<file path="src/rtl/tfp_pkg.sv">
`timescale 1ns/1ps
package tfp_pkg;

    // Alignment controller states.
    typedef enum logic [1:0] {
        ST_HOLD  = 2'd0,
        ST_ALIGN = 2'd1,
        ST_RUN   = 2'd2
    } sync_state_e;

    // True when a count lies in a window of 'width' cycles placed around the
    // frame wrap: width/2 cycles before count 0, the rest from count 0 on.
    function automatic logic in_window(input int unsigned pos,
                                       input int unsigned width,
                                       input int unsigned frame_len);
        int unsigned shifted;
        shifted = (pos + (width / 2)) % frame_len;
        return (shifted < width);
    endfunction

endpackage

</file>
<file path="src/rtl/tfp_sync_fsm.sv">
`timescale 1ns/1ps
module tfp_sync_fsm #(
    parameter int unsigned CNT_W = 11
) (
    input  logic             clk,
    input  logic             rst,
    input  logic             resync_i,
    input  logic [CNT_W-1:0] cnt_q,
    output logic             reload_o
);
    import tfp_pkg::*;

    localparam logic [CNT_W-1:0] LAST_CNT = {CNT_W{1'b1}};

    sync_state_e state_q;
    sync_state_e state_d;
    logic        wrap_now;

    // The counter wraps to zero on this edge.
    assign wrap_now = (cnt_q == LAST_CNT);

    // State register.
    always_ff @(posedge clk) begin
        if (rst) begin
            state_q <= ST_HOLD;
        end else begin
            state_q <= state_d;
        end
    end

    // Next-state logic.
    always_comb begin
        state_d = state_q;
        unique case (state_q)
            ST_HOLD: begin
                if (wrap_now) begin
                    state_d = ST_RUN;      // land (only when the lead is one cycle)
                end else begin
                    state_d = ST_ALIGN;    // release
                end
            end
            ST_ALIGN: begin
                if (wrap_now) begin
                    state_d = ST_RUN;      // land
                end
            end
            ST_RUN: begin
                if (resync_i) begin
                    state_d = ST_ALIGN;    // realign
                end
            end
        endcase
    end

    // Output logic: only a strobe seen in ST_RUN reloads the counter.
    always_comb begin
        reload_o = 1'b0;
        unique case (state_q)
            ST_HOLD:  reload_o = 1'b0;
            ST_ALIGN: reload_o = 1'b0;
            ST_RUN:   reload_o = resync_i;
        endcase
    end

endmodule

</file>
<file path="src/rtl/tfp_frame_ctr.sv">
`timescale 1ns/1ps
module tfp_frame_ctr #(
    parameter int unsigned CNT_W    = 11,
    parameter int unsigned LOAD_VAL = 2040
) (
    input  logic             clk,
    input  logic             rst,
    input  logic             reload_i,
    output logic [CNT_W-1:0] cnt_q,
    output logic [CNT_W-1:0] cnt_nxt
);
    localparam logic [CNT_W-1:0] LOAD_V = CNT_W'(LOAD_VAL);
    localparam logic [CNT_W-1:0] ONE_V  = CNT_W'(1);

    // Value the counter takes on the coming edge when reset is low.
    always_comb begin
        if (reload_i) begin
            cnt_nxt = LOAD_V;
        end else begin
            cnt_nxt = cnt_q + ONE_V;
        end
    end

    always_ff @(posedge clk) begin
        if (rst) begin
            cnt_q <= LOAD_V;
        end else begin
            cnt_q <= cnt_nxt;
        end
    end

endmodule

</file>
<file path="src/rtl/tfp_pulse_bank.sv">
`timescale 1ns/1ps
module tfp_pulse_bank #(
    parameter int unsigned           CNT_W     = 11,
    parameter int unsigned           NUM_PULSE = 3,
    parameter logic [NUM_PULSE*16-1:0] WIDTHS  = {16'd4, 16'd2, 16'd1},
    parameter logic [NUM_PULSE-1:0]  ACT_LOW   = 3'b101
) (
    input  logic                 clk,
    input  logic                 rst,
    input  logic [CNT_W-1:0]     cnt_nxt,
    output logic [NUM_PULSE-1:0] pulse_q
);
    import tfp_pkg::*;

    localparam int unsigned FRAME_LEN = 32'd1 << CNT_W;

    for (genvar gi = 0; gi < NUM_PULSE; gi++) begin : g_pulse
        localparam int unsigned WIN = 32'(WIDTHS[gi*16 +: 16]);
        localparam logic        POL = ACT_LOW[gi];

        logic hit;
        assign hit = in_window(32'(cnt_nxt), WIN, FRAME_LEN);

        // Registered from the next count, so the pulse lines up with the counter.
        always_ff @(posedge clk) begin
            if (rst) begin
                pulse_q[gi] <= POL;
            end else begin
                pulse_q[gi] <= POL ^ hit;
            end
        end
    end

endmodule

</file>
<file path="src/rtl/tfp_clk_div.sv">
`timescale 1ns/1ps
module tfp_clk_div #(
    parameter int unsigned NUM_DIV = 3
) (
    input  logic               clk,
    input  logic               rst,
    input  logic [NUM_DIV-1:0] cnt_low_nxt,
    output logic [NUM_DIV-1:0] div_q
);
    // Divider k is high in the lower half of each 2^(k+1) block, so every
    // divided clock rises when the count wraps to zero.
    for (genvar gk = 0; gk < NUM_DIV; gk++) begin : g_div
        always_ff @(posedge clk) begin
            if (rst) begin
                div_q[gk] <= 1'b0;
            end else begin
                div_q[gk] <= ~cnt_low_nxt[gk];
            end
        end
    end

endmodule

</file>
<file path="src/rtl/tfp_frame_gen.sv">
`timescale 1ns/1ps
module tfp_frame_gen #(
    parameter int unsigned CNT_W      = 11,
    parameter int unsigned LEAD       = 8,
    parameter int unsigned WIDE_CYC   = 4,
    parameter int unsigned MID_CYC    = 2,
    parameter int unsigned NARROW_CYC = 1
) (
    input  logic clk,
    input  logic rst,
    input  logic resync_i,
    output logic clk_8m_o,
    output logic clk_4m_o,
    output logic clk_2m_o,
    output logic frm_wide_n_o,
    output logic frm_mid_o,
    output logic frm_narrow_n_o
);
    localparam int unsigned FRAME_LEN = 32'd1 << CNT_W;
    localparam int unsigned LOAD_VAL  = FRAME_LEN - LEAD;
    localparam int unsigned NUM_DIV   = 3;
    localparam int unsigned NUM_PULSE = 3;
    // Pulse slots: 0 narrow, 1 mid, 2 wide.
    localparam logic [NUM_PULSE*16-1:0] WIDTHS =
        {16'(WIDE_CYC), 16'(MID_CYC), 16'(NARROW_CYC)};
    localparam logic [NUM_PULSE-1:0] ACT_LOW = 3'b101;

    logic [CNT_W-1:0]     cnt_q;
    logic [CNT_W-1:0]     cnt_nxt;
    logic                 reload;
    logic [NUM_PULSE-1:0] pulses;
    logic [NUM_DIV-1:0]   divs;

    tfp_sync_fsm #(
        .CNT_W (CNT_W)
    ) fsm_i (
        .clk      (clk),
        .rst      (rst),
        .resync_i (resync_i),
        .cnt_q    (cnt_q),
        .reload_o (reload)
    );

    tfp_frame_ctr #(
        .CNT_W    (CNT_W),
        .LOAD_VAL (LOAD_VAL)
    ) ctr_i (
        .clk      (clk),
        .rst      (rst),
        .reload_i (reload),
        .cnt_q    (cnt_q),
        .cnt_nxt  (cnt_nxt)
    );

    tfp_pulse_bank #(
        .CNT_W     (CNT_W),
        .NUM_PULSE (NUM_PULSE),
        .WIDTHS    (WIDTHS),
        .ACT_LOW   (ACT_LOW)
    ) pulse_i (
        .clk     (clk),
        .rst     (rst),
        .cnt_nxt (cnt_nxt),
        .pulse_q (pulses)
    );

    tfp_clk_div #(
        .NUM_DIV (NUM_DIV)
    ) div_i (
        .clk         (clk),
        .rst         (rst),
        .cnt_low_nxt (cnt_nxt[NUM_DIV-1:0]),
        .div_q       (divs)
    );

    assign clk_8m_o       = divs[0];
    assign clk_4m_o       = divs[1];
    assign clk_2m_o       = divs[2];
    assign frm_narrow_n_o = pulses[0];
    assign frm_mid_o      = pulses[1];
    assign frm_wide_n_o   = pulses[2];

endmodule

</file>
<file path="config.mk">
export PLATFORM = sky130hd
export DESIGN_NAME = tfp_frame_gen
export DESIGN_NICKNAME = d
export VERILOG_FILES = /design/src/rtl/tfp_pkg.sv /design/src/rtl/tfp_sync_fsm.sv /design/src/rtl/tfp_frame_ctr.sv /design/src/rtl/tfp_pulse_bank.sv /design/src/rtl/tfp_clk_div.sv /design/src/rtl/tfp_frame_gen.sv
export SDC_FILE = /design/constraint.sdc
export NUM_CORES = 1
export LEC_CHECK = 0
export ABC_AREA = 0
export BUFFER_PORTS_ARGS = -buffer_cell sky130_fd_sc_hd__buf_2
export CORE_ASPECT_RATIO = 1.5
export CORE_UTILIZATION = 45
export CTS_BUF_LIST = sky130_fd_sc_hd__clkbuf_4
export DETAILED_ROUTE_END_ITERATION = 6
export GPL_TIMING_DRIVEN = 0
export PLACE_DENSITY = 0.59
export SLEW_MARGIN = 20
export SYNTH_ARGS = -nofsm -noshare
export SYNTH_HDL_FRONTEND = slang
export SYNTH_SLANG_ARGS = --single-unit
</file>
<file path="constraint.sdc">
create_clock -name clk -period 3.3 [get_ports clk]
set_clock_uncertainty 0.05 [all_clocks]
set_input_delay 0.495 -clock clk [delete_from_list [all_inputs] [get_ports clk]]
set_output_delay 0.495 -clock clk [all_outputs]
set_load 0.02 [all_outputs]
</file>
**After elaboration in Yosys (flattened, before gate mapping)**

Cells that the tools add are included.

- Register bits: 19
- Bits of input ports: 3
- Output and inout port bits: 6

- Add/sub/neg operators: 3
- $lt $le $gt $ge: 3
- Eq/ne operators: 5
- Multiplexer cells: 6
- Bitwise logic cells: 5
- Reductions and logical operators: 3

Operators by type and width:

| cell | number |
|---|---|
| 11-bit by 1-bit adder with 11-bit output, second input constant | 2 |
| 11-bit by 2-bit adder with 11-bit output, second input constant | 1 |
| 11-bit equality test, second input constant | 1 |
| 11-bit by 1-bit < comparator with 1-bit output, second input constant | 1 |
| 11-bit by 2-bit < comparator with 1-bit output, second input constant | 1 |
| 11-bit by 3-bit < comparator with 1-bit output, second input constant | 1 |
| 11-bit 2-to-1 mux | 1 |
| 2-bit 2-to-1 mux | 3 |
| 2-bit case mux with 3 select lines | 1 |
| 1-bit NOT | 5 |
| 2-bit by 1-bit equality test with 1-bit output, second input constant | 1 |
| 2-bit equality test, second input constant | 1 |
| 2-bit zero test | 1 |
| 2-bit by 1-bit inequality test with 1-bit output, second input constant | 1 |
| 2-bit inequality test, second input constant | 1 |
| 1-bit case mux with 2 select lines | 1 |
| 2-bit AND reduction | 1 |
| 2-bit OR reduction | 1 |

**Logic depth before layout (Yosys ltp)**

- Word-level depth: 7
- Gate-level depth with buffers: 13
- Mapped depth without buffers: 13

**Modules after synthesis**

A second synthesis with hierarchy kept.

- Cell total of the unflattened synthesis: 160
- Area, all modules: 1328.8 um^2

By module, submodules not included:

| module | instances | cells each | area an instance (um^2) | sequential area each (um^2) |
|---|---|---|---|---|
| tfp_frame_ctr | 1 | 71 | 613.1 | 220.2 |
| tfp_pulse_bank | 1 | 59 | 466.7 | 60.1 |
| tfp_sync_fsm | 1 | 24 | 177.7 | 40.0 |
| tfp_clk_div | 1 | 6 | 71.3 | 60.1 |

**Worst setup path before layout**

Ideal clock, no wire load.

- Path kind: register to register
- Start point: register ctr_i.cnt_q[1]
- End point: register pulse_i.pulse_q[2]
- Library setup time: 134 ps
- Arrival: 2455 ps
- Required time: 3116 ps
- Path slack: 661 ps
- Cell stages (with the launch flop): 9
- Clock period less this slack: 2639 ps
- Path through: dfxtp_1 > ha_1 > inv_1 > or3_1 > o311a_1 > a211oi_1 > mux2i_1 > a21oi_1 > or4_1

- Word-level cells in the longest chain between the ends: 5

Ends and longest elaborated chain:

| element | RTL line | RTL |
|---|---|---|
| start: declaration | tfp_frame_ctr.sv:9 | `output logic [CNT_W-1:0] cnt_q,` |
| start signal: assignment | tfp_frame_ctr.sv:28 | `cnt_q <= cnt_nxt;` |
| 11-bit by 1-bit adder with 11-bit output | tfp_frame_ctr.sv:20 | `cnt_nxt = cnt_q + ONE_V;` |
| 11-bit 2-to-1 mux | tfp_frame_ctr.sv:17 | `if (reload_i) begin` |
| 11-bit by 2-bit adder with 11-bit output | tfp_pkg.sv:17 | `shifted = (pos + (width / 2)) % frame_len;` |
| 11-bit by 3-bit < comparator with 1-bit output | tfp_pkg.sv:18 | `return (shifted < width);` |
| 1-bit NOT (no source line) | -- |  |
| end signal: indexed assignment | tfp_pulse_bank.sv:29 | `pulse_q[gi] <= POL ^ hit;` |
| end: declaration | tfp_pulse_bank.sv:11 | `output logic [NUM_PULSE-1:0] pulse_q` |

Every way passes these cells.
A chain may end at the register's enable or synchronous reset.

**Worst setup path after layout**

- Start point: register fsm_i.state_q[0]
- End point: register pulse_i.pulse_q[2]

- Word-level cells in the longest chain between the ends: 7
- Elaborated cells on any way between the ends: 9
- Classes of those cells: add/sub: 1; order compare: 1; eq/ne: 2; mux: 2; bitwise: 1; reduce/logical: 2

Ends and longest elaborated chain:

| element | RTL line | RTL |
|---|---|---|
| start: declaration | tfp_sync_fsm.sv:15 | `sync_state_e state_q;` |
| start signal: assignment | tfp_sync_fsm.sv:27 | `state_q <= state_d;` |
| 2-bit by 1-bit equality test with 1-bit output or 2-bit zero test (tied branches) | tfp_sync_fsm.sv:58 | `unique case (state_q)` |
| 2-bit OR reduction (no source line) | -- |  |
| 1-bit case mux with 2 select lines * | tfp_sync_fsm.sv:58 |  |
| 11-bit 2-to-1 mux * | tfp_frame_ctr.sv:17 |  |
| via cnt_nxt[2] | tfp_frame_gen.sv:29 | `logic [CNT_W-1:0] cnt_nxt;` |
| 11-bit by 2-bit adder with 11-bit output * | tfp_pkg.sv:17 |  |
| 11-bit by 3-bit < comparator with 1-bit output * | tfp_pkg.sv:18 |  |
| 1-bit NOT (no source line) * | -- |  |

Mark *: on every way through the listed nets, which the timed path passes. The rest lies on a longest branch.

==> out/summary.txt <==
# H-tree levels -> 1
Max FO, Critical Path -> 10
Final Setup Violations -> 0
Post-synth EDFFs -> 0
Simple-Gate Fraction of Synth Area -> 33.3%
Largest net degree at the start of global routing -> 11
Crit path DAT -> 3.12 ns
RePlAce Congestion -> 0.867
# IOs -> 9
# DRC -> 0
Worst-margin pin slew -> 0.458 ns
Setup Buffers After CTS -> 0
Yosys cell types -> 58
Gr usage total -> 23.2%
Drt first-iter violations -> 68
Initial Utilization -> 46.7%
Layout area overhead -> 7.60%
Initial antenna violation count -> 0
Nets@finish -> 231
Synth top area share -> 24.1%
Fraction of layout cells with a size suffix above 1 -> 15.5%
Worst r2r dst -> pulse_i.pulse_q[2]$_SDFF_PP1_
Die Footprint -> 3760 sq um
DR vias -> 1,640
CTS Buffer Depth -> 2
Vias in the first global route -> 1,479
Power density over cell area -> 293 nW/um^2
Slew HR -> 69.3%
Synth Area per Inst -> 7.56 sq um
Post_cts resized -> 0
Most used DFF post-synth -> dfxtp_1
Yosys top cell by area -> dfxtp_1
Hold Crit Class -> reg2reg
I/O Buffers -> 7
Reg2Reg Depth -> 11
Gate Count Post-Synth -> 209
Cell Rows -> 26
CTS Root Cell -> clkbuf_4
CTS tree -> yes
CP Capture Type -> flop
Die X -> 50.4 um
Drt pass-1 iters -> 4
Commonest non-fill, non-tap cells in the layout -> nand2_1, dfxtp_1, nor2_1, nand3_1, buf_2
Hold-fix buffers, CTS -> 0
Commonest non-fill, non-tap cell in the layout -> nand2_1
DR WL/cell -> 16.0 um
ANT cells -> 0
Total grt overflow -> 0
Adder-cell share of the synthesized area -> 5.54%
CP endpoint -> pulse_i.pulse_q[2]$_SDFF_PP1_
Syn Nets -> 219
Num CTS Buffers -> 3
Yosys warning count -> 0
Largest family of logic cells by synthesized area -> simple AND/OR/NAND/NOR gates
First-pass GRT wire length -> 6780 um
Outcome -> completed
Setup TNS -> 0 ns
Crit start category -> flop
Synth Area in Compound Gates -> 20.9%
Slowest CP cell -> or4_1
Fin crit share -> 90.2%
Synth async-reset ratio -> 0%
CTS sink cnt -> 19
Hold Vio Cnt, Final -> 0
Clock Latency Late Sink -> 0.31 ns
Setup Crit Path Kind -> reg2reg
Max-slew violations -> 0
Total chip power -> 498 uW
RR Startpoint -> fsm_i.state_q[0]$_SDFFE_PP0P_
Synth Area in XOR/XNOR -> 7.76%
Crit path cell chain -> inv_1 -> ha_1 -> and2_1 -> clkbuf_1 -> nor2_2 -> ha_1 -> inv_1 -> a211oi_1 -> mux2i_1 -> a21oi_1 -> or4_1
RSZ-0062 raised after global routing -> no
Crit. Startpoint -> fsm_i.state_q[0]$_SDFFE_PP0P_
Seq/Total Area, Yosys -> 24.1%
Leak -> 0.000653 uW
Final ANT Viol Nets -> 0
Synth Cell Area -> 1580 sq um
IR Drop Worst-Case VDD -> 0.196 mV
Dpl hpwl -> 3140 um
#FFs+latches synth -> 19
Largest cells by area after synthesis -> dfxtp_1, xnor2_1, ha_1, nand2_1, nor2_1
WL final -> 4190 um
Reg-to-reg slack, setup -> 0.32 ns
Core Box Area -> 3380 sq um
Layout fillers -> 332
Die Ht -> 74.6 um
CP max stage delay -> 0.52 ns
CP required -> 3.44 ns
Max-cap violations -> 0
Number of cells on the critical path -> 11
CP bufs+invs -> 3
Post-layout minimum cycle time -> 2.98 ns
Worst-path clk slew -> 0.12 ns
Post-synthesis mux area share -> 1.35%
Vias/cell -> 6.26
Critical path's top delay family -> simple AND/OR/NAND/NOR gates
Fmax -> 0.336 GHz
## sequential cells by signal, indices dropped and copies added (netlist names)
name and count:
div_i.div_q 3, ctr_i.cnt_q 11, fsm_i.state_q 2, pulse_i.pulse_q 3
## Yosys cell counts (2+ instances only)
library cell and n:
a21oi_1 8, nand3_1 14, nor4_1 3, nand2_1 20, and4_1 2, dfxtp_1 19
or3_1 6, a31o_2 2, nor2_1 19, o21ai_0 9, nor3_1 3, nand2b_1 3
o311ai_0 2, or2_2 3, a21o_1 3, nand4_1 4, xnor2_1 11, o21a_1 2
inv_1 10, clkbuf_1 3, or4_1 2, a31oi_1 5, and2_1 2, and3_1 3
nor2b_1 2, o211ai_1 3, xor2_1 3, buf_6 2, buf_2 6, ha_1 7
## layout make-up
cell class | instances | area, sq um | area share (%)
multi-input cells | 167 | 1090 | 64.1
flip-flops and latches | 19 | 380 | 22.4
plain buffers | 13 | 75.1 | 4.42
well taps | 42 | 52.6 | 3.09
inverters | 10 | 37.5 | 2.21
repair buffers | 7 | 35.0 | 2.06
clock buffers | 4 | 30.0 | 1.77
## how the worst min path moves through the flow
stage,from,endpoint,slack (ns),depth (start not counted)
global placement,fsm_i.state_q[1]$_SDFFE_PP0P_,fsm_i.state_q[1]$_SDFFE_PP0P_,0.43,2
finish,ctr_i.cnt_q[10]$_SDFF_PP1_,ctr_i.cnt_q[10]$_SDFF_PP1_,0.48,2
global route,resync_i,fsm_i.state_q[0]$_SDFFE_PP0P_,0.52,3
floorplan,fsm_i.state_q[1]$_SDFFE_PP0P_,fsm_i.state_q[1]$_SDFFE_PP0P_,0.42,2
CTS,fsm_i.state_q[1]$_SDFFE_PP0P_,fsm_i.state_q[1]$_SDFFE_PP0P_,0.48,2
detailed placement,ctr_i.cnt_q[10]$_SDFF_PP1_,ctr_i.cnt_q[10]$_SDFF_PP1_,0.46,2
## worst register-to-register path, delay by kind of cell (launching register included)
family	cells	cell delay, ns
mux	1	0.23
simple gates	3	0.95
fa+ha+maj	2	0.49
compound gates	2	0.40
flops	1	0.38
buf+inv	3	0.36
## power by group
group          total (uW)  switching, uW  internal [uW]
Sequential            247           7.92            239
Clock                 134           78.8           55.4
Combinational         117           72.1           45.3
Total                 498            159            339
## metal layers
layer / wire, um / track usage [%] / vias up
li1: - / - / 783
met1: 1800 / 28.7 / 790
met2: 2090 / 39.0 / 49
met4: 135 / 13.3 / 0
met3: 163 / 2.45 / 18
met5: 0 / 0 / -
## cells by family (layout without fill, tap and decap cells)
family,count (synthesis),in the layout
xor gates and xnor gates,14,14
DFF,19,19
and+or+nand+nor,96,96
AOI/OAI and AO/OA,48,48
buffers and inverters,23,34
adders and majority gates,7,7
muxes,2,2
## metrics by stage
step,setup WS (ns),hold WS (ns),util (%),instances,area [sq um]
2_1_floorplan,0.661,0.420,-,209,1580
3_3_place_gp,0.250,0.428,49.3,258,1670
3_5_place_dp,0.292,0.465,49.3,258,1670
4_1_cts,0.263,0.484,50.2,262,1700
5_1_grt,0.0817,0.515,50.3,262,1700
6_report,0.322,0.485,50.3,262,1700
(Power assumes the default switching activity.)
